`src/rtl/cla_pkg.sv`:
```
package cla_pkg;

    localparam int GROUP_W  = 4;
    localparam int MAX_GRPS = 64;

    typedef struct packed {
        logic gen;
        logic prop;
    } gp_t;

    function automatic logic [MAX_GRPS-1:0] span_mask(input int lo, input int hi);
        logic [MAX_GRPS-1:0] m;
        m = '0;
        for (int i = 0; i < MAX_GRPS; i++) begin
            if (i >= lo && i <= hi) m[i] = 1'b1;
        end
        return m;
    endfunction

endpackage

```
`src/rtl/cla_bit_gp.sv`:
```
module cla_bit_gp #(
    parameter int WIDTH = 16
) (
    input  logic [WIDTH-1:0] a,
    input  logic [WIDTH-1:0] b,
    output logic [WIDTH-1:0] gen,
    output logic [WIDTH-1:0] prop
);
    // Generate and propagate are mutually exclusive by this choice of propagate.
    assign gen  = a & b;
    assign prop = a ^ b;
endmodule

```
`src/rtl/cla_group4.sv`:
```
module cla_group4
    import cla_pkg::*;
(
    input  logic [GROUP_W-1:0] gen,
    input  logic [GROUP_W-1:0] prop,
    input  logic               cin,
    output logic [GROUP_W-1:0] sum,
    output gp_t                grp
);
    logic [GROUP_W-1:0] c;

    // Flat two-level carry terms inside the group
    always_comb begin
        c[0] = cin;
        c[1] = gen[0] | (prop[0] & cin);
        c[2] = gen[1] | (prop[1] & gen[0]) | (prop[1] & prop[0] & cin);
        c[3] = gen[2] | (prop[2] & gen[1]) | (prop[2] & prop[1] & gen[0])
             | (prop[2] & prop[1] & prop[0] & cin);
    end

    // The propagate XOR is reused for the sum
    assign sum = prop ^ c;

    assign grp.gen  = gen[3] | (prop[3] & gen[2]) | (prop[3] & prop[2] & gen[1])
                    | (prop[3] & prop[2] & prop[1] & gen[0]);
    assign grp.prop = &prop;
endmodule

```
`src/rtl/cla_group_carry.sv`:
```
module cla_group_carry
    import cla_pkg::*;
#(
    parameter int NGRP = 4
) (
    input  logic [NGRP-1:0] grp_gen,
    input  logic [NGRP-1:0] grp_prop,
    input  logic            cin,
    output logic [NGRP:0]   gcarry
);
    assign gcarry[0] = cin;

    for (genvar k = 1; k <= NGRP; k++) begin : g_carry
        logic [k:0] terms;
        // Term from the carry input: every group below k propagates.
        localparam logic [MAX_GRPS-1:0] CMASK = span_mask(0, k - 1);
        assign terms[k] = cin & (&(grp_prop | ~CMASK[NGRP-1:0]));
        for (genvar j = 0; j < k; j++) begin : g_term
            // Group j generates, and every group from j+1 to k-1 propagates.
            localparam logic [MAX_GRPS-1:0] JMASK = span_mask(j + 1, k - 1);
            assign terms[j] = grp_gen[j] & (&(grp_prop | ~JMASK[NGRP-1:0]));
        end
        assign gcarry[k] = |terms;
    end
endmodule

```
`src/rtl/cla_adder.sv`:
```
module cla_adder
    import cla_pkg::*;
#(
    parameter int WIDTH = 16
) (
    input  logic [WIDTH-1:0] a,
    input  logic [WIDTH-1:0] b,
    input  logic             cin,
    output logic [WIDTH-1:0] sum,
    output logic             cout,
    output logic             ovf
);
    localparam int NGRP = WIDTH / GROUP_W;

    if ((WIDTH % GROUP_W) != 0 || WIDTH < GROUP_W || NGRP > MAX_GRPS) begin : g_bad_width
        $error("cla_adder: WIDTH must be a positive multiple of 4, at most 256");
    end

    logic [WIDTH-1:0] bit_gen;
    logic [WIDTH-1:0] bit_prop;
    logic [NGRP-1:0]  grp_gen;
    logic [NGRP-1:0]  grp_prop;
    logic [NGRP:0]    gcarry;

    cla_bit_gp #(.WIDTH(WIDTH)) u_gp (
        .a    (a),
        .b    (b),
        .gen  (bit_gen),
        .prop (bit_prop)
    );

    for (genvar k = 0; k < NGRP; k++) begin : g_grp
        gp_t grp;
        cla_group4 u_grp (
            .gen  (bit_gen[k*GROUP_W +: GROUP_W]),
            .prop (bit_prop[k*GROUP_W +: GROUP_W]),
            .cin  (gcarry[k]),
            .sum  (sum[k*GROUP_W +: GROUP_W]),
            .grp  (grp)
        );
        assign grp_gen[k]  = grp.gen;
        assign grp_prop[k] = grp.prop;
    end

    cla_group_carry #(.NGRP(NGRP)) u_gcarry (
        .grp_gen  (grp_gen),
        .grp_prop (grp_prop),
        .cin      (cin),
        .gcarry   (gcarry)
    );

    assign cout = gcarry[NGRP];
    assign ovf  = gcarry[NGRP];
endmodule

```
`config.mk`:
```
export PLATFORM = sky130hd
export DESIGN_NAME = cla_adder
export DESIGN_NICKNAME = d
export VERILOG_FILES = /design/src/rtl/cla_pkg.sv /design/src/rtl/cla_bit_gp.sv /design/src/rtl/cla_group4.sv /design/src/rtl/cla_group_carry.sv /design/src/rtl/cla_adder.sv
export SDC_FILE = /design/constraint.sdc
export NUM_CORES = 1
export LEC_CHECK = 0
export ABC_AREA = 1
export BUFFER_PORTS_ARGS = -buffer_cell sky130_fd_sc_hd__buf_2
export CORE_MARGIN = 1.5
export CORE_UTILIZATION = 45
export DETAILED_ROUTE_END_ITERATION = 10
export GPL_TIMING_DRIVEN = 0
export PLACE_DENSITY_LB_ADDON = 0.15
export SKIP_LAST_GASP = 1
export SYNTH_ARGS = -nofsm -noshare
export SYNTH_HDL_FRONTEND = slang
export SYNTH_SLANG_ARGS = --single-unit
```
`constraint.sdc`:
```
create_clock -name vclk -period 2.3
set_clock_uncertainty 0.2 [all_clocks]
set_input_delay 0.345 -clock vclk [all_inputs]
set_output_delay 0.345 -clock vclk [all_outputs]
set_load 0.005 [all_outputs]
```
==> results.json, run 1 <==
{
  "syn_area_per_cell_um2": 6.38,
  "endpoint": "sum[13]",
  "track_usage_pct": 23.1,
  "wl_per_cell_um": 15.2,
  "syn_to_final_growth_pct": 84.7,
  "syn-instance-count": 123,
  "setup_tns_ns": -0.830,
  "drive_above_1_share_pct": 60.6,
  "grt_pass1_wl_mm": 3.60,
  "vias": 1125,
  "drtIter0Drc": 20,
  "startpoint_type": "input pin",
  "design.core.area_mm2": 0.00158,
  "num-nets-final": 243,
  "swShare_pct": 50.4,
  "viasPerCell": 5.51,
  "slew_headroom_pct": 83.7,
  "ios": 51,
  "cp_slowest_cell": "fa_2",
  "crit_type": "input pin to primary output",
  "fp.dieH_um": 44.8,
  "clkPwrFrac_pct": 0,
  "power_density_mw_per_mm2": 302,
  "grt_max_degree": 6,
  "required_ns": 1.75,
  "setup_viol": 9,
  "fin_crit_ns": 2.47,
  "design_power_total_uw": 437,
  "post-route-util_pct": 91.9,
  "synthTopCellsByArea": "ha_1 26%, nand2_1 15%, inv_1 12%",
  "synth.distinct_cells": 19,
  "synth_top_area_share_pct": 25.5,
  "fmax_mhz": 405,
  "dp.final_hpwl_mm": 1.42,
  "critPathCaptureType": "primary output",
  "die_area_mm2": 0.00200,
  "gp_congestion": 0.693,
  "crit_top_cell": "nand2_2",
  "detail-route-antenna-nets": 0,
  "syn_area_um2": 785,
  "antenna_cells": 0,
  "row_count": 14,
  "setup_slack_ns": -0.172,
  "status": "finished, violations left",
  "period_share_pct": 107,
  "seqCellArea_um2": 0,
  "seq_power_share_pct": 0,
  "yosys_warnings": 0,
  "multi_input_area_um2": 923,
  "seq_area_frac_synth_pct": 0,
  "antenna_found_initial": 0,
  "grt_overflow": 0,
  "combinationalPowerShare_pct": 100.0,
  "start_util_pct": 49.8,
  "firstDrtPassIters": 4,
  "drv_slew": 0,
  "p_int_uw": 217,
  "hold_class": "input pin to primary output",
  "cts.hold.buffers_added": 0,
  "synth_top_area_cell": "ha_1",
  "io_buffer_count": 51,
  "die_width_um": 44.8,
  "cp_max_fo": 3,
  "worst_slew_pin_slew_ns": 0.245,
  "critPathLaunch": "a[1]",
  "pre_cts_slack_ns": -0.244,
  "grt_pass1_vias": 962,
  "drcViolationCount": 0,
  "cap_violations": 0,
  "ir_drop_uv": 214,
  "clkbuf_count": 0,
  "crit_chain": "buf_6, ha_4, nand2_4, nor2_4, nand2_2, nand3_4, nand2_2, nand2_2, inv_2, fa_2, xnor2_1, buf_2",
  "rsz0062_at_grt": "true",
  "power_switching_uw": 220,
  "p_leak_uw": 0.000823,
  "max_stage_delay_ns": 0.33,
  "arrival_ns": 1.93,
  "violations": "setup timing",
  "hold_violations": 0,
  "seq_cells": 0,
  "drt_wl_total_mm": 3.10,
  "fillers": 67,
  "synth_nets": 176
}
## cells in the final DEF, fill, tap and decap left out, drive strengths merged
master | synthesis | layout
ha | 16 | 16
nand3 | 5 | 5
xor2 | 4 | 4
xnor2 | 3 | 3
nor3 | 2 | 2
fa | 4 | 4
nor2 | 10 | 10
inv | 25 | 25
a21oi | 9 | 9
nand2 | 41 | 41
a31oi | 1 | 1
buf | 1 | 66
nand4 | 1 | 1
a21o | 1 | 1
## cells in the mapped netlist (all sizes together)
library cell  count
fa                4
xnor2             3
nor3              2
ha               16
inv              25
nor2             10
nand3             5
nand4             1
nand2            41
a21oi             9
xor2              4
a21o              1
a31oi             1
buf               1
## cells by family after synthesis
logic type | synth area share, %
AO/OA/AOI/OAI | 8.45
XOR/XNOR | 7.82
adder cells (fa/ha/maj) | 35.7
buffers and inverters | 12.9
AND/OR/NAND/NOR | 35.1
## per-layer routing
layer  track usage (%)  vias to the layer above  share of wire (%)
met1              23.0                      530                 35
li1                  -                      515                  -
met4              1.21                        0                5.1
met5                 0                        -                  0
met2              52.5                       64                 55
met3             0.400                       16                4.6
## what timing repair did
action                                  4_1_cts  5_1_grt
endpoints found under the setup margin        7       11
gates resized for setup                      36       16
gates cloned                                  0        0
hold endpoints to repair                      0        0
setup buffers                                10        4
pin swaps                                    22       10
## worst max-delay path, delay by kind of cell
kind | cells | cell delay (ns)
XOR/XNOR | 1 | 0.17
AND/OR/NAND/NOR | 6 | 0.48
adder cells (fa/ha/maj) | 2 | 0.62
buffers and inverters | 3 | 0.30
## cell type report
type,count,share of cell area (%)
Multi-Input combinational cell,97,63.7
Inverter,25,6.48
Timing Repair Buffer,65,27.9
Tap cell,16,1.38
Buffer,1,0.518
## power groups by stage
stage	sequential, uW	clock (uW)	combinational [uW]
2_1_floorplan	0	0	180
3_3_place_gp	0	0	278
3_5_place_dp	0	0	287
4_1_cts	0	0	367
5_1_grt	0	0	470
6_report	0	0	437
## worst min-delay path by stage
stage,endpoint,cells past startpoint,slack (ns),start
floorplan,sum[4],1,0.64,b[4]
global placement,sum[8],3,0.84,b[8]
detailed placement,sum[8],3,0.84,b[8]
CTS,sum[8],3,0.82,b[8]
global route,sum[8],3,0.89,b[8]
finish,sum[8],3,0.88,b[8]
## through the flow
step | area, um^2 | cells | hold slack, ns
finish | 1450 | 204 | 0.881
global route | 1450 | 204 | 0.892
CTS | 1350 | 200 | 0.817
detailed placement | 1060 | 190 | 0.842
global placement | 1060 | 190 | 0.840
floorplan | 785 | 123 | 0.642
Note: power is estimated with default switching activity, not from simulation.
==> run 2, diff against run 1 <==
Settings changed: SYNTH_HIERARCHICAL set to 1.
==> run 2 against run 1 <==
Compared with the run above:
- power decreased by 7.2%
- wire length decreased by 20%
- sequential cell count unchanged
- non-clock buffer count decreased by 4
- die area decreased by 1.0%
- cell area decreased by 4.7%
- largest power group unchanged
- the run ends with DRC, setup timing left
- synthesized cell count increased by 7.3%
- via count decreased by 2.2%
- worst hold slack improved by 0.045 ns
- sequential share of layout area unchanged
- combinational power decreased by 7.3%
- critical path depth increased by 2
==> results.json, run 2 <==
{
  "status": "finished, violations left",
  "violations": "DRC, setup timing",
  "grt_pass1_wl_mm": 3.49,
  "hold_class": "input pin to primary output",
  "slew_headroom_pct": 84.8,
  "setup_slack_ns": -0.156,
  "startpoint_type": "input pin",
  "grt_max_degree": 7,
  "row_count": 14,
  "syn-instance-count": 132,
  "seq_area_frac_synth_pct": 0,
  "seq_cells": 0,
  "synth_top_area_share_pct": 32.3,
  "holdWs_ns": 0.926,
  "syn_area_per_cell_um2": 5.88,
  "synth.distinct_cells": 13,
  "fin_crit_ns": 2.46,
  "min_from": "b[5]",
  "synth_top_area_cell": "ha_1",
  "drive_above_1_share_pct": 49.5,
  "syn_to_final_growth_pct": 77.9,
  "placed_cells": 199,
  "fp.dieH_um": 44.5,
  "hold_depth": 4,
  "ys_top_cells_by_count": "44 x nand2_1, 20 x ha_1, 16 x nand3_1, 11 x inv_1, 9 x nor2_1",
  "antenna_cells": 0,
  "antenna_found_initial": 0,
  "worst_slew_pin_slew_ns": 0.228,
  "power_density_mw_per_mm2": 294,
  "wl_per_cell_um": 12.0,
  "post-route-util_pct": 88.5,
  "die_width_um": 44.5,
  "synthTopCellsByArea": "ha_1 32%, nand2_1 21%, nand3_1 10%",
  "ios": 51,
  "drtIter0Drc": 26,
  "vias": 1100,
  "fmax_mhz": 407,
  "pre_cts_slack_ns": -0.351,
  "layout_commonest_cell": "buf_2",
  "post_dp_cell_area_mm2": 0.00105,
  "seqCellArea_um2": 0,
  "period_share_pct": 107,
  "ir_drop_uv": 193,
  "rsz0062_at_grt": "true",
  "die_area_mm2": 0.00198,
  "drt_wl_total_mm": 2.49,
  "drcViolationCount": 4,
  "start_util_pct": 49.8,
  "grt_pass1_vias": 923,
  "hold_violations": 0,
  "firstDrtPassIters": 8,
  "track_usage_pct": 21.8,
  "num-nets-final": 247,
  "viasPerCell": 5.29,
  "design.core.area_mm2": 0.00156,
  "yosys_warnings": 6,
  "required_ns": 1.75,
  "dp.final_hpwl_mm": 1.55,
  "critPathLaunch": "a[3]",
  "synth_nets": 185,
  "crit_type": "input pin to primary output",
  "drv_slew": 0,
  "syn_area_um2": 776,
  "io_buffer_count": 51,
  "detail-route-antenna-nets": 0,
  "setup_viol": 5,
  "cap_violations": 0,
  "yosysMostFrequentCell": "nand2_1",
  "final_area_mm2": 0.00138,
  "arrival_ns": 1.91,
  "critPathCaptureType": "primary output",
  "gp_congestion": 0.761,
  "whs_endpoint": "sum[5]",
  "grt_overflow": 0,
  "clkbuf_count": 0,
  "final_cell_mix": "45 x buf_2, 38 x nand2_1, 11 x inv_1, 11 x ha_1",
  "instances_no_fill": 208,
  "p_leak_uw": 0.000749,
  "cp_max_fo": 3
}
==> run 2: cell types whose count changed in the layout (fill, tap and decap cells not counted), moves of 5 or more <==
cell / previous run / this run
buf_4: 15 / 10
ha_1: 4 / 11
inv_1: 21 / 11
nand2_1: 20 / 38
nand2_2: 15 / 9
nand2_4: 6 / 1
nand3_1: 4 / 10
nand3_2: 0 / 5
==> run 2: power by group <==
part	internal (uW)	leakage [uW]	total (uW)	switching (uW)
Combinational	204	0.000749	405	202
Sequential	0	0	0	0
Clock	0	0	0	0
Total	204	0.000749	405	202
==> run 2: final cells by class <==
cell class	instances	area [um^2]
buffer	2	15.0
fill	79	179
timing repair buffer	60	364
inverter	11	41.3
multi-input combinational	119	940
tap	16	20.0
==> run 2: cells by family after synthesis <==
logic type	after synthesis	share of synthesized area (%)
buffers and inverters	13	7.26
adders and majority gates	20	32.3
AOI/OAI and AO/OA	10	7.74
and+or+nand+nor	85	48.2
xor gates and xnor gates	4	4.52
==> run 2: worst max-delay path by stage <==
stage	to	cells past startpoint
6_report	sum[14]	14
5_1_grt	sum[14]	16
4_1_cts	sum[13]	13
3_5_place_dp	sum[13]	13
3_3_place_gp	sum[13]	13
2_1_floorplan	sum[13]	11
==> run 2: critical path, stage by stage <==
cell and delay, ns:
buf_2 0.10, ha_1 0.30, inv_1 0.08, nor3_2 0.20, nand2_1 0.09, nand2_2 0.08, nand3_2 0.08, nand2_4 0.10
buf_6 0.09, nand3_2 0.08, nand2_1 0.11, nand2_1 0.07, nand2_1 0.07, buf_2 0.11
==> run 2: layer usage <==
metal  track usage [%]  share of wire [%]  up-vias
met4              2.42                  0        0
met2              41.4                 54       36
met1              27.2                 42      497
li1                  -                  -      567
met5                 0                  0        -
met3              1.22                4.2        0
==> run 2: metrics by stage <==
step / TNS (ns) / total power (uW)
2_1_floorplan: 0 / 185
3_3_place_gp: -1.52 / 281
3_5_place_dp: -1.84 / 291
4_1_cts: -0.331 / 351
5_1_grt: -1.44 / 447
6_report: -0.491 / 405
==> run 2: repair_timing <==
item | in CTS | in global routing
hold buffers | 0 | 0
pin swaps | 22 | 15
setup endpoints to repair | 12 | 14
buffers inserted | 8 | 2
resized for setup | 27 | 19
